===== src/rtl/swz_pkg.sv =====
package swz_pkg;
   typedef enum logic {
      DIR_K = 1'b0,
      DIR_M = 1'b1
   } swz_dir_e;

   function automatic bit is_pow2(int v);
      return (v > 0) && ((v & (v - 1)) == 0);
   endfunction
endpackage


===== src/rtl/swz_map.sv =====
module swz_map #(
   parameter int ROWS       = 64,
   parameter int COLS       = 32,
   parameter int PACK       = 8,
   parameter int ELEM_BYTES = 2,
   parameter int NBANKS     = 32,
   parameter int PAD_MODE   = 0,
   parameter int PAD_ELEMS  = 2,
   parameter int MW         = $clog2(ROWS),
   parameter int KW         = $clog2(COLS),
   parameter int OFS_W      = $clog2(ROWS * (COLS + PAD_ELEMS))
) (
   input  logic [MW-1:0]    m,
   input  logic [KW-1:0]    k,
   output logic [OFS_W-1:0] ofs
);
   localparam int LAYER     = NBANKS * 4 / (COLS * ELEM_BYTES);
   localparam int ROWMUL    = (NBANKS == 64) ? 2 : 1;
   localparam int K0N       = COLS / PACK;
   localparam int A_N       = K0N * LAYER;
   localparam int KEY_DIV   = LAYER / ROWMUL;
   localparam int PHYS_ROW  = A_N * PACK;
   localparam int ROW_PITCH = COLS + PAD_ELEMS;

   if (OFS_W < $clog2(ROWS * ROW_PITCH)) begin : g_bad_w
      $error("swz_map: offset width too small");
   end
   if (LAYER < ROWMUL || (ROWS % LAYER) != 0) begin : g_bad_layer
      $error("swz_map: layer factor does not fit the tile");
   end

   logic [31:0] mi, ki;
   assign mi = 32'(m);
   assign ki = 32'(k);

   if (PAD_MODE != 0) begin : g_pad
      always_comb ofs = OFS_W'(mi * ROW_PITCH + ki);
   end else begin : g_xor
      logic [31:0] b, l, k0, p, a, key;
      always_comb begin
         b   = mi / LAYER;
         l   = mi % LAYER;
         k0  = ki / PACK;
         p   = ki % PACK;
         a   = l * K0N + k0;
         key = (mi / KEY_DIV) % A_N;
         ofs = OFS_W'(((a ^ key) * PACK) + b * PHYS_ROW + p);
      end
   end
endmodule


===== src/rtl/swz_stream.sv =====
module swz_stream
   import swz_pkg::*;
#(
   parameter int ROWS = 64,
   parameter int COLS = 32,
   parameter int PACK = 8,
   parameter int MW   = $clog2(ROWS),
   parameter int KW   = $clog2(COLS)
) (
   input  logic          clk,
   input  logic          rst_n,
   input  logic          start,
   input  logic [MW-1:0] start_m,
   input  logic [KW-1:0] start_k,
   input  swz_dir_e      dir,
   output logic          valid,
   output logic          last,
   output logic [MW-1:0] cur_m,
   output logic [KW-1:0] cur_k
);
   localparam int CW = $clog2(PACK);

   logic          active;
   logic [CW-1:0] cnt;
   swz_dir_e      dir_q;

   always_ff @(posedge clk) begin
      if (!rst_n) begin
         active <= 1'b0;
         cnt    <= '0;
         dir_q  <= DIR_K;
         cur_m  <= '0;
         cur_k  <= '0;
      end else if (!active) begin
         if (start) begin
            active <= 1'b1;
            cnt    <= '0;
            dir_q  <= dir;
            cur_m  <= start_m;
            cur_k  <= start_k;
         end
      end else begin
         if (cnt == CW'(PACK - 1)) active <= 1'b0;
         cnt <= cnt + 1'b1;
         if (dir_q == DIR_K) cur_k <= cur_k + 1'b1;
         else                cur_m <= cur_m + 1'b1;
      end
   end

   assign valid = active;
   assign last  = active && (cnt == CW'(PACK - 1));
endmodule


===== src/rtl/swz_tile_addr.sv =====
module swz_tile_addr
   import swz_pkg::*;
#(
   parameter int ROWS       = 64,
   parameter int COLS       = 32,
   parameter int PACK       = 8,
   parameter int ELEM_BYTES = 2,
   parameter int NBANKS     = 32,
   parameter int PAD_MODE   = 0,
   parameter int PAD_ELEMS  = 2,
   parameter int MW         = $clog2(ROWS),
   parameter int KW         = $clog2(COLS),
   parameter int OFS_W      = $clog2(ROWS * (COLS + PAD_ELEMS))
) (
   input  logic             clk,
   input  logic             rst_n,
   input  logic [MW-1:0]    lk_m,
   input  logic [KW-1:0]    lk_k,
   output logic [OFS_W-1:0] lk_ofs,
   input  logic             st_start,
   input  logic [MW-1:0]    st_m,
   input  logic [KW-1:0]    st_k,
   input  logic             st_dir,
   output logic             st_valid,
   output logic             st_last,
   output logic [OFS_W-1:0] st_ofs
);
   if (!is_pow2(ROWS) || !is_pow2(COLS) || !is_pow2(PACK) || PACK < 2) begin : g_bad_dim
      $error("swz_tile_addr: dimensions must be powers of two");
   end
   if (NBANKS != 32 && NBANKS != 64) begin : g_bad_banks
      $error("swz_tile_addr: bank count must be 32 or 64");
   end
   if ((COLS % PACK) != 0) begin : g_bad_pack
      $error("swz_tile_addr: pack must divide the column count");
   end

   logic [MW-1:0] cur_m;
   logic [KW-1:0] cur_k;
   swz_dir_e      dir_e;

   assign dir_e = swz_dir_e'(st_dir);

   swz_stream #(.ROWS(ROWS), .COLS(COLS), .PACK(PACK), .MW(MW), .KW(KW)) u_stream (
      .clk     (clk),
      .rst_n   (rst_n),
      .start   (st_start),
      .start_m (st_m),
      .start_k (st_k),
      .dir     (dir_e),
      .valid   (st_valid),
      .last    (st_last),
      .cur_m   (cur_m),
      .cur_k   (cur_k)
   );

   swz_map #(
      .ROWS(ROWS), .COLS(COLS), .PACK(PACK), .ELEM_BYTES(ELEM_BYTES),
      .NBANKS(NBANKS), .PAD_MODE(PAD_MODE), .PAD_ELEMS(PAD_ELEMS),
      .MW(MW), .KW(KW), .OFS_W(OFS_W)
   ) u_map_lk (
      .m   (lk_m),
      .k   (lk_k),
      .ofs (lk_ofs)
   );

   swz_map #(
      .ROWS(ROWS), .COLS(COLS), .PACK(PACK), .ELEM_BYTES(ELEM_BYTES),
      .NBANKS(NBANKS), .PAD_MODE(PAD_MODE), .PAD_ELEMS(PAD_ELEMS),
      .MW(MW), .KW(KW), .OFS_W(OFS_W)
   ) u_map_st (
      .m   (cur_m),
      .k   (cur_k),
      .ofs (st_ofs)
   );
endmodule


===== config.mk =====
export PLATFORM = sky130hd
export DESIGN_NAME = swz_tile_addr
export DESIGN_NICKNAME = d
export VERILOG_FILES = /design/src/rtl/swz_pkg.sv /design/src/rtl/swz_map.sv /design/src/rtl/swz_stream.sv /design/src/rtl/swz_tile_addr.sv
export SDC_FILE = /design/constraint.sdc
export NUM_CORES = 1
export LEC_CHECK = 0
export BUFFER_PORTS_ARGS = -buffer_cell sky130_fd_sc_hd__buf_2
export CORE_MARGIN = 8
export CORE_UTILIZATION = 51
export CTS_BUF_LIST = sky130_fd_sc_hd__clkbuf_8
export DETAILED_ROUTE_END_ITERATION = 10
export PLACE_DENSITY = 0.87
export SYNTH_ARGS = -nofsm -noshare
export SYNTH_HDL_FRONTEND = slang
export SYNTH_HIERARCHICAL = 1
export SYNTH_SLANG_ARGS = --single-unit

===== constraint.sdc =====
create_clock -name clk -period 2.8 [get_ports clk]
set_input_delay 0.28 -clock clk [delete_from_list [all_inputs] [get_ports clk]]
set_output_delay 0.28 -clock clk [all_outputs]
set_load 0.01 [all_outputs]

==> out/results.txt <==
post-CTS setup buffer count: 0
post-synthesis sequential area ratio: 29.8%
final setup TNS: 0 ns
I/O pins: 52
# rows: 16
clk buf depth: 2
cts bufs inserted: 3
worst-path maximum fanout: 26
placed inst area: 0.00113 mm2
Avg Cell Area, Syn: 8.80 um2
clk slew on worst S/H paths: 0.06 ns
Final nets: 173
power after layout: 575 uW
final RePlAce weighted congestion: 0.771
starting density of the core: 54.2%
Die Ht: 61.9 um
Hold Crit Class: primary input to register
initial antenna violation count: 0
Core Box Area: 0.00198 mm2
Remaining DRCs: 0
top cell type's share of synthesized area: 29.8%
DR vias: 899
CP top delay family: flip-flops
Cell variety after synth: 36
Synth area leader: dfxtp_1
Max Clock Skew: 0.00111 ns
Final Hold Fails: 0
Crit path largest cell delay: 0.85 ns
Slew HR: 45.4%
die area: 0.00383 mm2
Post-CTS Resized: 0
Final min period: 1.77 ns
fmax: 566 MHz
maxcap violations: 0
Power Dens Cells: 492 mW/mm2
Final HPWL DP: 1890 um
global-route wire length before repair: 3920 um
worst vdd ir: 0.250 mV
syn_nets: 152
clock sinks: 16
RSZ-0062 raised after global routing: no
largest net degree at the start of global routing: 27
Crit. End Element: primary output
first-pass detailed-route iteration total: 4
Slew Limit Fails: 0
ys async rst share: 0%
# setup viols final: 0
critical path data arrival time: 1.49 ns
WL per Instance: 14.4 um
DRT iter0 DRCs: 17
CP Cell Sequence: and2_1 > buf_2
Synth area leaders: dfxtp_1 30%, buf_4 14%, mux2i_1 6.5%
Hold-fix buffers, CTS: 0
Post-Synthesis Cells: 122
startpoint type of the worst setup path: register
Clock Root Buffer: clkbuf_8
Crit path buffers/inverters: 1
Fillers: 182
final instance area: 0.00117 mm2
DR vias/cell: 5.35
Routed WL: 2420 um
Worst Path Required: 2.52 ns
Worst path slowest cell: dfxtp_1
Setup CP Type: register to primary output
DRT antenna net count: 0
Die Wd: 61.9 um
Syn-to-layout area delta: 8.74%
ys flop type: dfxtp_1
synth warn: 6
outcome: finished, final reports clean
GR Overflow Total: 0
Post-synth EDFFs: 0
Tot GR Track Use: 13.6%
Synth Register Bits: 16
Pleak: 0.000560 uW
vias in the first global route: 893
layout cells sized above 1: 31.9%
CTS tree: done
# diodes: 0
port bufs: 39
Post-Syn Area: 0.00107 mm2
Least-Margin Pin Slew: 0.818 ns
H-Tree Depth: 1
clock latency on the worst-skew pair: 0.24 ns
post-route clock period utilization: 63.1%
==> sequential cells by signal, summed over array words and instances (netlist names) <==
register	count
u_stream/cur_m	6
u_stream/dir_q	1
u_stream/cur_k	5
u_stream/valid	1
u_stream/cnt	3
==> cell type report <==
class                      count  area [um2]  share of cell area [%]
clock buffer                   3        41.3                    3.54
inverter                       4        15.0                    1.29
multi-input combinational     79         562                    48.1
sequential                    16         320                    27.4
tap                           27        33.8                    2.89
timing repair buffer          39         195                    16.7
==> tightest hold or removal path, delay by kind of cell <==
| kind | cells | cell delay (ns) |
|---|---|---|
| AOI/OAI and AO/OA | 1 | 0.05 |
| and+or+nand+nor | 1 | 0.05 |
| buffers and inverters | 1 | 0.10 |
==> placed cells by master (no fill, tap or decap), types with 2 or more instances in the layout <==
cell and instances:
conb_1 2, a221oi_1 3, nor3_1 3, nor3b_1 2
a21oi_1 6, nand2_1 7, nand3_1 5, o221ai_1 2
mux2i_1 7, a211oi_1 3, inv_1 4, nor2_1 6
buf_2 39, xor2_1 6, a2bb2oi_1 2, o21ai_0 2
dfxtp_1 16, clkbuf_8 3, nand2b_1 4, ha_1 4
==> layer usage <==
metal | routed length (um) | vias to the layer above | global-route usage (%)
li1 | - | 454 | -
met5 | 0 | - | 0
met3 | 269 | 4 | 5.14
met2 | 1110 | 34 | 22.9
met4 | 16 | 0 | 6.17
met1 | 1020 | 407 | 14.9
==> kinds of logic (layout without fill, tap and decap cells) <==
logic type,after synthesis,after routing,synth area share (%)
AO/OA/AOI/OAI,25,25,17.6
multiplexers,8,8,7.93
AND/OR/NAND/NOR,34,34,16.6
XOR/XNOR,6,6,4.90
other,2,2,0.700
buffers and inverters,27,46,17.8
flip-flops,16,16,29.8
adder cells (fa/ha/maj),4,4,4.66
==> path summary, 6_finish.rpt <==
check,from,endpoint,slack (ns),cells after the start
max,u_stream/valid,st_last,1.03,2
min,st_dir,u_stream/dir_q,0.28,3
max reg2reg,u_stream/valid,u_stream/cur_m[4],1.08,3
min reg2reg,u_stream/cur_k[0],u_stream/cur_k[0],0.52,2
==> Yosys cell counts (4+ instances only) <==
| library cell | n |
|---|---|
| xor2_1 | 6 |
| nand2b_1 | 4 |
| mux2i_1 | 7 |
| nand2_1 | 7 |
| inv_1 | 4 |
| a21oi_1 | 6 |
| dfxtp_1 | 16 |
| ha_1 | 4 |
| nand3_1 | 5 |
| buf_4 | 20 |
| nor2_1 | 6 |
==> through the flow <==
| stage | util (%) | setup slack [ns] | std cells | hold slack, ns |
|---|---|---|---|---|
| floorplan | - | 1.57 | 122 | 0.415 |
| global placement | 56.8 | 1.15 | 165 | 0.509 |
| detailed placement | 56.8 | 1.12 | 165 | 0.517 |
| CTS | 58.9 | 1.03 | 168 | 0.272 |
| global route | 58.9 | 0.939 | 168 | 0.283 |
| finish | 58.9 | 1.03 | 168 | 0.279 |
==> power by group <==
part           switching [uW]  leakage [uW]  internal, uW
sequential               27.9      0.000132           246
clock                    74.3     0.0000216          95.2
combinational            67.3      0.000406          64.3
Note: power is estimated with default switching activity, not from simulation.
